<file path="src/rtl/ghash_nib_pkg.sv">
package ghash_nib_pkg;

    // Operation selected on the input stream
    typedef enum logic {
        MODE_MULT = 1'b0,
        MODE_HASH = 1'b1
    } op_mode_e;

    // Top byte of the reflected field polynomial term applied per dropped bit
    localparam logic [7:0] POLY_TOP_BYTE = 8'hE1;

endpackage

</file>
<file path="src/rtl/ghash_key_table.sv">
module ghash_key_table #(
    parameter int W = 128,
    parameter int D = 4
) (
    input  logic         clk,
    input  logic         wr_en,
    input  logic [D-1:0] wr_idx,
    input  logic [W-1:0] wr_val,
    input  logic [D-1:0] rd_idx,
    output logic [W-1:0] rd_val
);
    localparam int ENTRIES = 1 << D;

    logic [W-1:0] slot_q [ENTRIES];

    for (genvar e = 0; e < ENTRIES; e++) begin : g_slot
        always_ff @(posedge clk) begin
            if (wr_en && (wr_idx == D'(e))) begin
                slot_q[e] <= wr_val;
            end
        end
    end

    assign rd_val = slot_q[rd_idx];

endmodule

</file>
<file path="src/rtl/ghash_digit_step.sv">
module ghash_digit_step
    import ghash_nib_pkg::*;
#(
    parameter int W = 128,
    parameter int D = 4
) (
    input  logic [W-1:0] acc,
    input  logic [W-1:0] entry,
    input  logic         first,
    output logic [W-1:0] acc_next
);
    localparam logic [W-1:0] POLY_TERM = {POLY_TOP_BYTE, {(W-8){1'b0}}};

    logic [W-1:0] fold_term [D];
    logic [W-1:0] fold_sum;

    // Bit k leaves after k+1 single shifts, then travels D-1-k more places
    for (genvar k = 0; k < D; k++) begin : g_fold
        assign fold_term[k] = acc[k] ? (POLY_TERM >> (D - 1 - k)) : '0;
    end

    always_comb begin
        fold_sum = '0;
        for (int k = 0; k < D; k++) begin
            fold_sum = fold_sum ^ fold_term[k];
        end
    end

    always_comb begin
        if (first) begin
            acc_next = entry;
        end else begin
            acc_next = (acc >> D) ^ fold_sum ^ entry;
        end
    end

endmodule

</file>
<file path="src/rtl/ghash_nibble_mac.sv">
module ghash_nibble_mac
    import ghash_nib_pkg::*;
#(
    parameter int W = 128,
    parameter int D = 4
) (
    input  logic         clk,
    input  logic         rst,
    input  logic         clr,
    input  logic         in_valid,
    output logic         in_ready,
    input  logic [W-1:0] in_data,
    input  logic         in_mode,
    input  logic         key_we,
    input  logic [D-1:0] key_idx,
    input  logic [W-1:0] key_entry,
    output logic         done,
    output logic [W-1:0] xi
);
    localparam int STEPS = W / D;
    localparam int CNT_W = $clog2(STEPS);
    localparam logic [CNT_W-1:0] LAST = CNT_W'(STEPS - 1);

    typedef struct packed {
        logic             busy;
        logic [CNT_W-1:0] cnt;
        logic [W-1:0]     opnd;
        logic [W-1:0]     acc;
        logic [W-1:0]     xi;
        logic             done;
    } state_t;

    state_t       st_q, st_d;
    logic [W-1:0] entry_val;
    logic [W-1:0] step_val;
    logic [W-1:0] base_val;
    logic         tbl_wr;

    assign tbl_wr = key_we && !st_q.busy;

    ghash_key_table #(.W(W), .D(D)) u_table (
        .clk    (clk),
        .wr_en  (tbl_wr),
        .wr_idx (key_idx),
        .wr_val (key_entry),
        .rd_idx (st_q.opnd[D-1:0]),
        .rd_val (entry_val)
    );

    ghash_digit_step #(.W(W), .D(D)) u_step (
        .acc      (st_q.acc),
        .entry    (entry_val),
        .first    (st_q.cnt == '0),
        .acc_next (step_val)
    );

    always_comb begin
        st_d      = st_q;
        st_d.done = 1'b0;
        base_val  = clr ? '0 : st_q.xi;
        if (clr) begin
            st_d.xi = '0;
        end
        if (!st_q.busy) begin
            if (in_valid) begin
                st_d.busy = 1'b1;
                st_d.cnt  = '0;
                if (op_mode_e'(in_mode) == MODE_HASH) begin
                    st_d.opnd = base_val ^ in_data;
                end else begin
                    st_d.opnd = base_val;
                end
            end
        end else begin
            st_d.acc  = step_val;
            st_d.opnd = st_q.opnd >> D;
            st_d.cnt  = st_q.cnt + CNT_W'(1);
            if (st_q.cnt == LAST) begin
                st_d.busy = 1'b0;
                st_d.done = 1'b1;
                st_d.cnt  = '0;
                if (!clr) begin
                    st_d.xi = step_val;
                end
            end
        end
    end

    always_ff @(posedge clk) begin
        if (rst) begin
            st_q <= '0;
        end else begin
            st_q <= st_d;
        end
    end

    assign in_ready = !st_q.busy;
    assign done     = st_q.done;
    assign xi       = st_q.xi;

    // completion pulse lasts one cycle
    a_r5_done_single: assert property (@(posedge clk) disable iff (rst)
        done |=> !done);

    // idle again when the result appears
    a_r5_done_ready: assert property (@(posedge clk) disable iff (rst)
        done |-> in_ready);

    // an accepted block makes the stream busy
    a_r6_busy_after_accept: assert property (@(posedge clk) disable iff (rst)
        (in_valid && in_ready) |=> !in_ready);

    // no completion without having been busy
    a_r6_done_needs_busy: assert property (@(posedge clk) disable iff (rst)
        done |-> $past(!in_ready));

    // clear always leaves a zero digest
    a_r8_clr_zero: assert property (@(posedge clk) disable iff (rst)
        clr |=> (xi == '0));

    // reset state
    a_r7_reset_state: assert property (@(posedge clk)
        $past(rst) |-> (xi == '0 && !done && in_ready));

    // table writes while busy must not reach the table
    a_r1_table_locked: assert property (@(posedge clk) disable iff (rst)
        (!in_ready) |-> !tbl_wr);

endmodule

</file>
<file path="config.mk">
export PLATFORM = sky130hd
export DESIGN_NAME = ghash_nibble_mac
export DESIGN_NICKNAME = d
export VERILOG_FILES = /design/src/rtl/ghash_nib_pkg.sv /design/src/rtl/ghash_key_table.sv /design/src/rtl/ghash_digit_step.sv /design/src/rtl/ghash_nibble_mac.sv
export SDC_FILE = /design/constraint.sdc
export NUM_CORES = 2
export LEC_CHECK = 0
export BUFFER_PORTS_ARGS = -buffer_cell sky130_fd_sc_hd__buf_4
export CAP_MARGIN = 20
export CORE_UTILIZATION = 50
export DETAILED_ROUTE_END_ITERATION = 6
export PLACE_DENSITY = 0.68
export SYNTH_ARGS = -nofsm -noshare
export SYNTH_HDL_FRONTEND = slang
export SYNTH_SLANG_ARGS = --single-unit
</file>
<file path="constraint.sdc">
create_clock -name clk -period 16 [get_ports clk]
set_clock_uncertainty 0.2 [all_clocks]
set_input_delay 2.4 -clock clk [delete_from_list [all_inputs] [get_ports clk]]
set_output_delay 2.4 -clock clk [all_outputs]
set_load 0.01 [all_outputs]
</file>
### Yosys cells after proc, flatten, opt, wreduce, memory -nomap -nowiden

Memories as Yosys holds them, arrays and structs flattened. A register that Yosys moved wholly into a read port is not among the register bits.
Cells that the tools add are included.

* register bits after elaboration: 391
* bits in writable memories: 2048
* output and inout port bits: 130
* memories kept: 1

Memory list
* u_table.slot_q: words 16, bits a word 128, read ports 1, clocked after Yosys merged registers in 1, wr ports 1, line ghash_key_table.sv:14 `logic [W-1:0] slot_q [ENTRIES];`

* add/sub/neg operators: 1
* eq/ne operators: 16
* muxes and demuxes: 92
* bitwise logic cells: 7
* reduce and logical (&&, ||, !) cells: 38

Operators by type and width (number)
* two-way mux 128 bit: 20
* OR reduction 128 bit: 15
* XOR 128 bit: 5
* two-way mux 134 bit: 2
* two-way mux 129 bit: 2
* XOR 124 x 128 -> 128 bit: 1
* two-way mux 127 bit: 1
* two-way mux 126 bit: 1
* two-way mux 125 bit: 1
* two-way mux 4 bit: 17
* two-way mux 1 bit: 47
* equality test 4 bit, second input constant: 8
* logical AND 1 bit: 17
* equality test 4 x 3 -> 1 bit, second input constant: 4
* equality test 4 x 2 -> 1 bit, second input constant: 2
* two-way mux 6 bit: 1
* adder 5 x 1 -> 5 bit, second input constant: 1
* equality test 5 bit, second input constant: 1
* logical NOT 5 bit: 1
* equality test 4 x 1 -> 1 bit, second input constant: 1
* logical NOT 4 bit: 1
* OR reduction 2 bit: 2
* nonzero test 2 bit: 1
* logical NOT 1 bit: 1
* NOT 1 bit: 1

### Logic depth before layout (Yosys ltp)

* depth in word-level cells: 21
* gate-level depth with buffers: 9
* depth with buffers taken out: 6

### Cells and area by module

From an unflattened synthesis, not the netlist that was laid out.

* cells, all modules: 5639
* area, all modules: 96666.5 um2

Modules (own cells, without submodules)
* ghash_key_table: times used 1, cells each 3229, area each 76878.7 um2, seq. area each 61499.0 um2
* ghash_nibble_mac: times used 1, cells each 2128, area each 17709.5 um2, seq. area each 7827.5 um2
* ghash_digit_step: times used 1, cells each 282, area each 2078.2 um2, seq. area each 0.0 um2

### Worst setup path before layout

Ideal clock, no wire load.

* path kind: input port to flip-flop
* start point: input port key_we
* end point: memory u_table.slot_q[8][0] (enable)
* library setup time: 774 ps
* data arrival time: 11594 ps
* data required time: 15026 ps
* setup slack: 3433 ps
* stages: 3
* cell sequence: nand2_1 or3b_2 nor3_1

* longest elaborated chain between the ends: 20

RTL lines
* from (decl): line ghash_nibble_mac.sv:14 `input logic key_we,`
* logical AND 1 bit *: line ghash_nibble_mac.sv:39 `assign tbl_wr = key_we && !st_q.busy;`
* logical AND 1 bit: line ghash_key_table.sv:18 `if (wr_en && (wr_idx == D'(e))) begin`
* two-way mux 1 bit: line ghash_key_table.sv:18
* two-way mux 1 bit (not written as such): line ghash_key_table.sv:19 `slot_q[e] <= wr_val;`
* OR reduction 128 bit (no line)
* two-way mux 4 bit (no line) or two-way mux 1 bit (tied branches) (15 in a row)
* to (decl): line ghash_key_table.sv:14

Every way passes the cells marked *; elsewhere a longest branch is shown, timed or not.

### Worst setup path in the final report

* start point: input port key_idx[2]
* end point: memory u_table.slot_q[15][38] (enable)

* longest elaborated chain between the ends: 20

RTL lines
* from (decl): line ghash_nibble_mac.sv:15 `input logic [D-1:0] key_idx,`
* equality test 4 x 1 -> 1 bit: line ghash_key_table.sv:18
* logical AND 1 bit: line ghash_key_table.sv:18
* two-way mux 1 bit: line ghash_key_table.sv:18
* two-way mux 1 bit (not written as such): line ghash_key_table.sv:19
* OR reduction 128 bit (no line)
* two-way mux 4 bit (no line) or two-way mux 1 bit (tied branches) (15 in a row)

Several ways; a longest one is shown, not always the timed one.

==> qor.txt <==
status -> finished clean
largest net degree at the start of global routing -> 154
Ys Warns -> 0
Syn Area/Cell -> 17.19 sq um
Min-Delay Endpoint -> st_q[162]
clock tree from TritonCTS -> done
final WL -> 240900 um
Synth top area share -> 64.36%
r2r worst-path depth -> 8
Net count, final -> 6046
Crit. path cell count -> 6
pre-CTS setup slack -> 9863 ps
Synth area leader -> edfxtp_1
Hold Violations, Final -> 0
worst-margin pin slew -> 1155 ps
worst-skew pair later-pin latency -> 860 ps
number of buffers added for setup after CTS -> 0
Cells after DPL -> 8049
Power per Cell Area -> 124.1 nW/um^2
Post-synth ARST share -> 0%
starting density of the core -> 50.30%
DRT antenna net count -> 0
GRT Total Usage -> 24.89%
vias -> 50967
Max Fanout on Critical Path -> 52
endpoints failing setup -> 0
CTS Sinks -> 2443
fin cells -> 8508
Die ar. -> 192900 sq um
Chip Width -> 439.2 um
post-cts sizing count -> 0
HPWL Detailed -> 131400 um
busiest grt layer -> met2
initial antenna violation count -> 30
Crit. End Element -> register
crit path buf inv count -> 4
Iter 0 DRT Violations -> 5092
met2 Use GR -> 41.06%
Hold Buf Count CTS -> 0
design area -> 107700 sq um
final core occ -> 56.68%
first-pass GRT wire length -> 348900 um
Synth Flop Type -> edfxtp_1
Max stage delay on crit path -> 850 ps
class of the worst hold path -> register to register
top cells by area, synth -> edfxtp_1 (64%), mux4_2 (12%), dfxtp_1 (8.3%)
Top delay family on crit path -> buffers and inverters
worst path arrival time -> 5520 ps
type of origin of the critical path -> input pin
Final Wtd Congestion -> 0.8124
#FFs+latches synth -> 2443
first-pass detailed-route iteration total -> 5
Area Overhead vs Synth -> 12.69%
Rel. slew slack -> 22.97%
wire per inst -> 28.32 um
Worst R2R Setup Slack -> 10780 ps
HP Start -> st_q[162]
reg2reg end -> st_q[249]
Hold Path Depth -> 2
Crit path top cell by count -> buf_4
Post-DP Area -> 100100 sq um
Synth cell types -> 31
crit path kind -> input pin to register
RSZ-0062 raised after global routing -> false
top-level I/O count -> 396
H-tree depth -> 4
Post-Synthesis Cells -> 5560
height of the die -> 439.2 um
IO Port Bufs -> 395
Post-synth EDFFs -> 2048
number of global-route vias before repair -> 50872
ratio of cells with drive above 1 in the final layout -> 22.53%
CP max-delay cell -> buf_4
Max Cap Viol -> 0
CTS Buf Count -> 236
Pleak -> 34.42 nW
final slew viol count -> 0
DRC -> 0
Final min period -> 5270 ps
cell row count -> 160
M1 GR Usage -> 32.80%
proportion of synthesized chip area in sequential cells -> 72.63%
VDD IR max -> 0.1005 mV
fill cell count -> 14143
CTS Buffer Depth -> 3
total power draw -> 13.36 mW
worst-path cell chain -> buf_4 > nand4_1 > nor2_4 > buf_4 > buf_4 > buf_4
PnR worst setup slack -> 10730 ps
clk root buf -> clkbuf_16
Fmax -> 0.1897 GHz
crit share post-route -> 32.94%
Reg clk slew, reported paths -> 60 ps
vias per cell -> 5.990
Worst Path Required -> 16250 ps
Fin Setup TNS -> 0 ps
global route total overflow -> 0
minimum hold slack -> 282.3 ps
mapped cell area -> 95560 sq um
Post-Syn Nets -> 5829
met3 GRT Util -> 3.671%
core area -> 190000 sq um
==> tightest hold or removal path, cell delays in order (launching register included) <==
cell      delay, ps
dfxtp_1         310
nor2_1           80
a211oi_1         50
==> cells in the mapped netlist, drive strengths merged (2+ instances only) <==
cell     number
a2111oi       4
ha            3
inv           3
a22oi       259
nor3          5
nor2        402
dfxtp       395
nand2       387
xor2        139
clkbuf      283
mux4        512
edfxtp     2048
o21ai       128
nor2b         3
xnor2       129
a21oi       253
and2          2
nand2b      130
a211oi      252
buf         215
==> per-layer routing <==
layer / up-vias / wire length, um
li1: 22016 / -
met1: 26634 / 94230
met2: 1909 / 120100
met3: 396 / 15440
met4: 12 / 11090
met5: - / 78
==> cells in the final DEF, fill, tap and decap left out, types with 3 or more instances in the layout <==
cell / instances
inv_6: 4
clkinv_2: 45
nor2_1: 388
ha_1: 3
xnor2_1: 129
nand2b_1: 130
clkbuf_1: 66
inv_1: 3
bufinv_16: 16
nor3_2: 4
buf_12: 14
a2111oi_0: 4
inv_16: 3
dfxtp_1: 392
o21ai_0: 128
a211oi_1: 252
buf_4: 460
clkbuf_8: 17
xor2_1: 139
a21oi_1: 253
mux4_2: 512
clkinvlp_4: 3
nor2_4: 14
dfxtp_4: 3
clkinv_1: 45
clkbuf_16: 239
nand2_1: 387
diode_2: 15
a22oi_1: 259
edfxtp_1: 2048
==> worst max-delay path by stage <==
stage	from	end
after floorplan	key_we	u_table.slot_q[8][0]
after global placement	key_we	u_table.slot_q[4][43]
after detailed placement	key_idx[0]	u_table.slot_q[6][110]
after CTS	register	st_q[249]
after global routing	register	st_q[211]
final	key_idx[2]	u_table.slot_q[15][38]
==> cells by family (layout without fill, tap and decap cells) <==
logic type / after synthesis / in the layout / share of synthesized area [%]
AND/OR/NAND/NOR: 936 / 936 / 4.062
adder cells (fa/ha/maj): 3 / 3 / 0.03929
flip-flops: 2443 / 2443 / 72.63
AO/OA/AOI/OAI: 896 / 896 / 6.047
XOR/XNOR: 268 / 268 / 2.456
multiplexers: 513 / 513 / 12.08
other: 0 / 15 / 0
buffers and inverters: 501 / 923 / 2.683
==> power by group <==
group          leakage (nW)  switching (mW)  total (mW)  internal (mW)
clock                  3.70            2.34        5.42           3.07
combinational          9.01           0.552       0.894          0.342
sequential             21.7          0.0568        7.05           6.99
total                  34.4            2.95        13.4           10.4
==> sequential cells by signal (all words and copies together), names as in the netlist, named ones only <==
signal	cells
done	1
u_table.slot_q	2048
xi	128
st_q	262
==> cell type report <==
type | count | area [sq um] | share of cell area, %
sequential | 2443 | 69420 | 64.47
antenna | 15 | 37.54 | 0.03486
inverter | 3 | 11.26 | 0.01046
tap | 2511 | 3142 | 2.918
timing repair buffer | 477 | 3790 | 3.520
multi-input combinational | 2616 | 23730 | 22.04
clock buffer | 321 | 6449 | 5.989
clock inverter | 122 | 1100 | 1.021
Note: power is estimated with default switching activity, not from simulation.
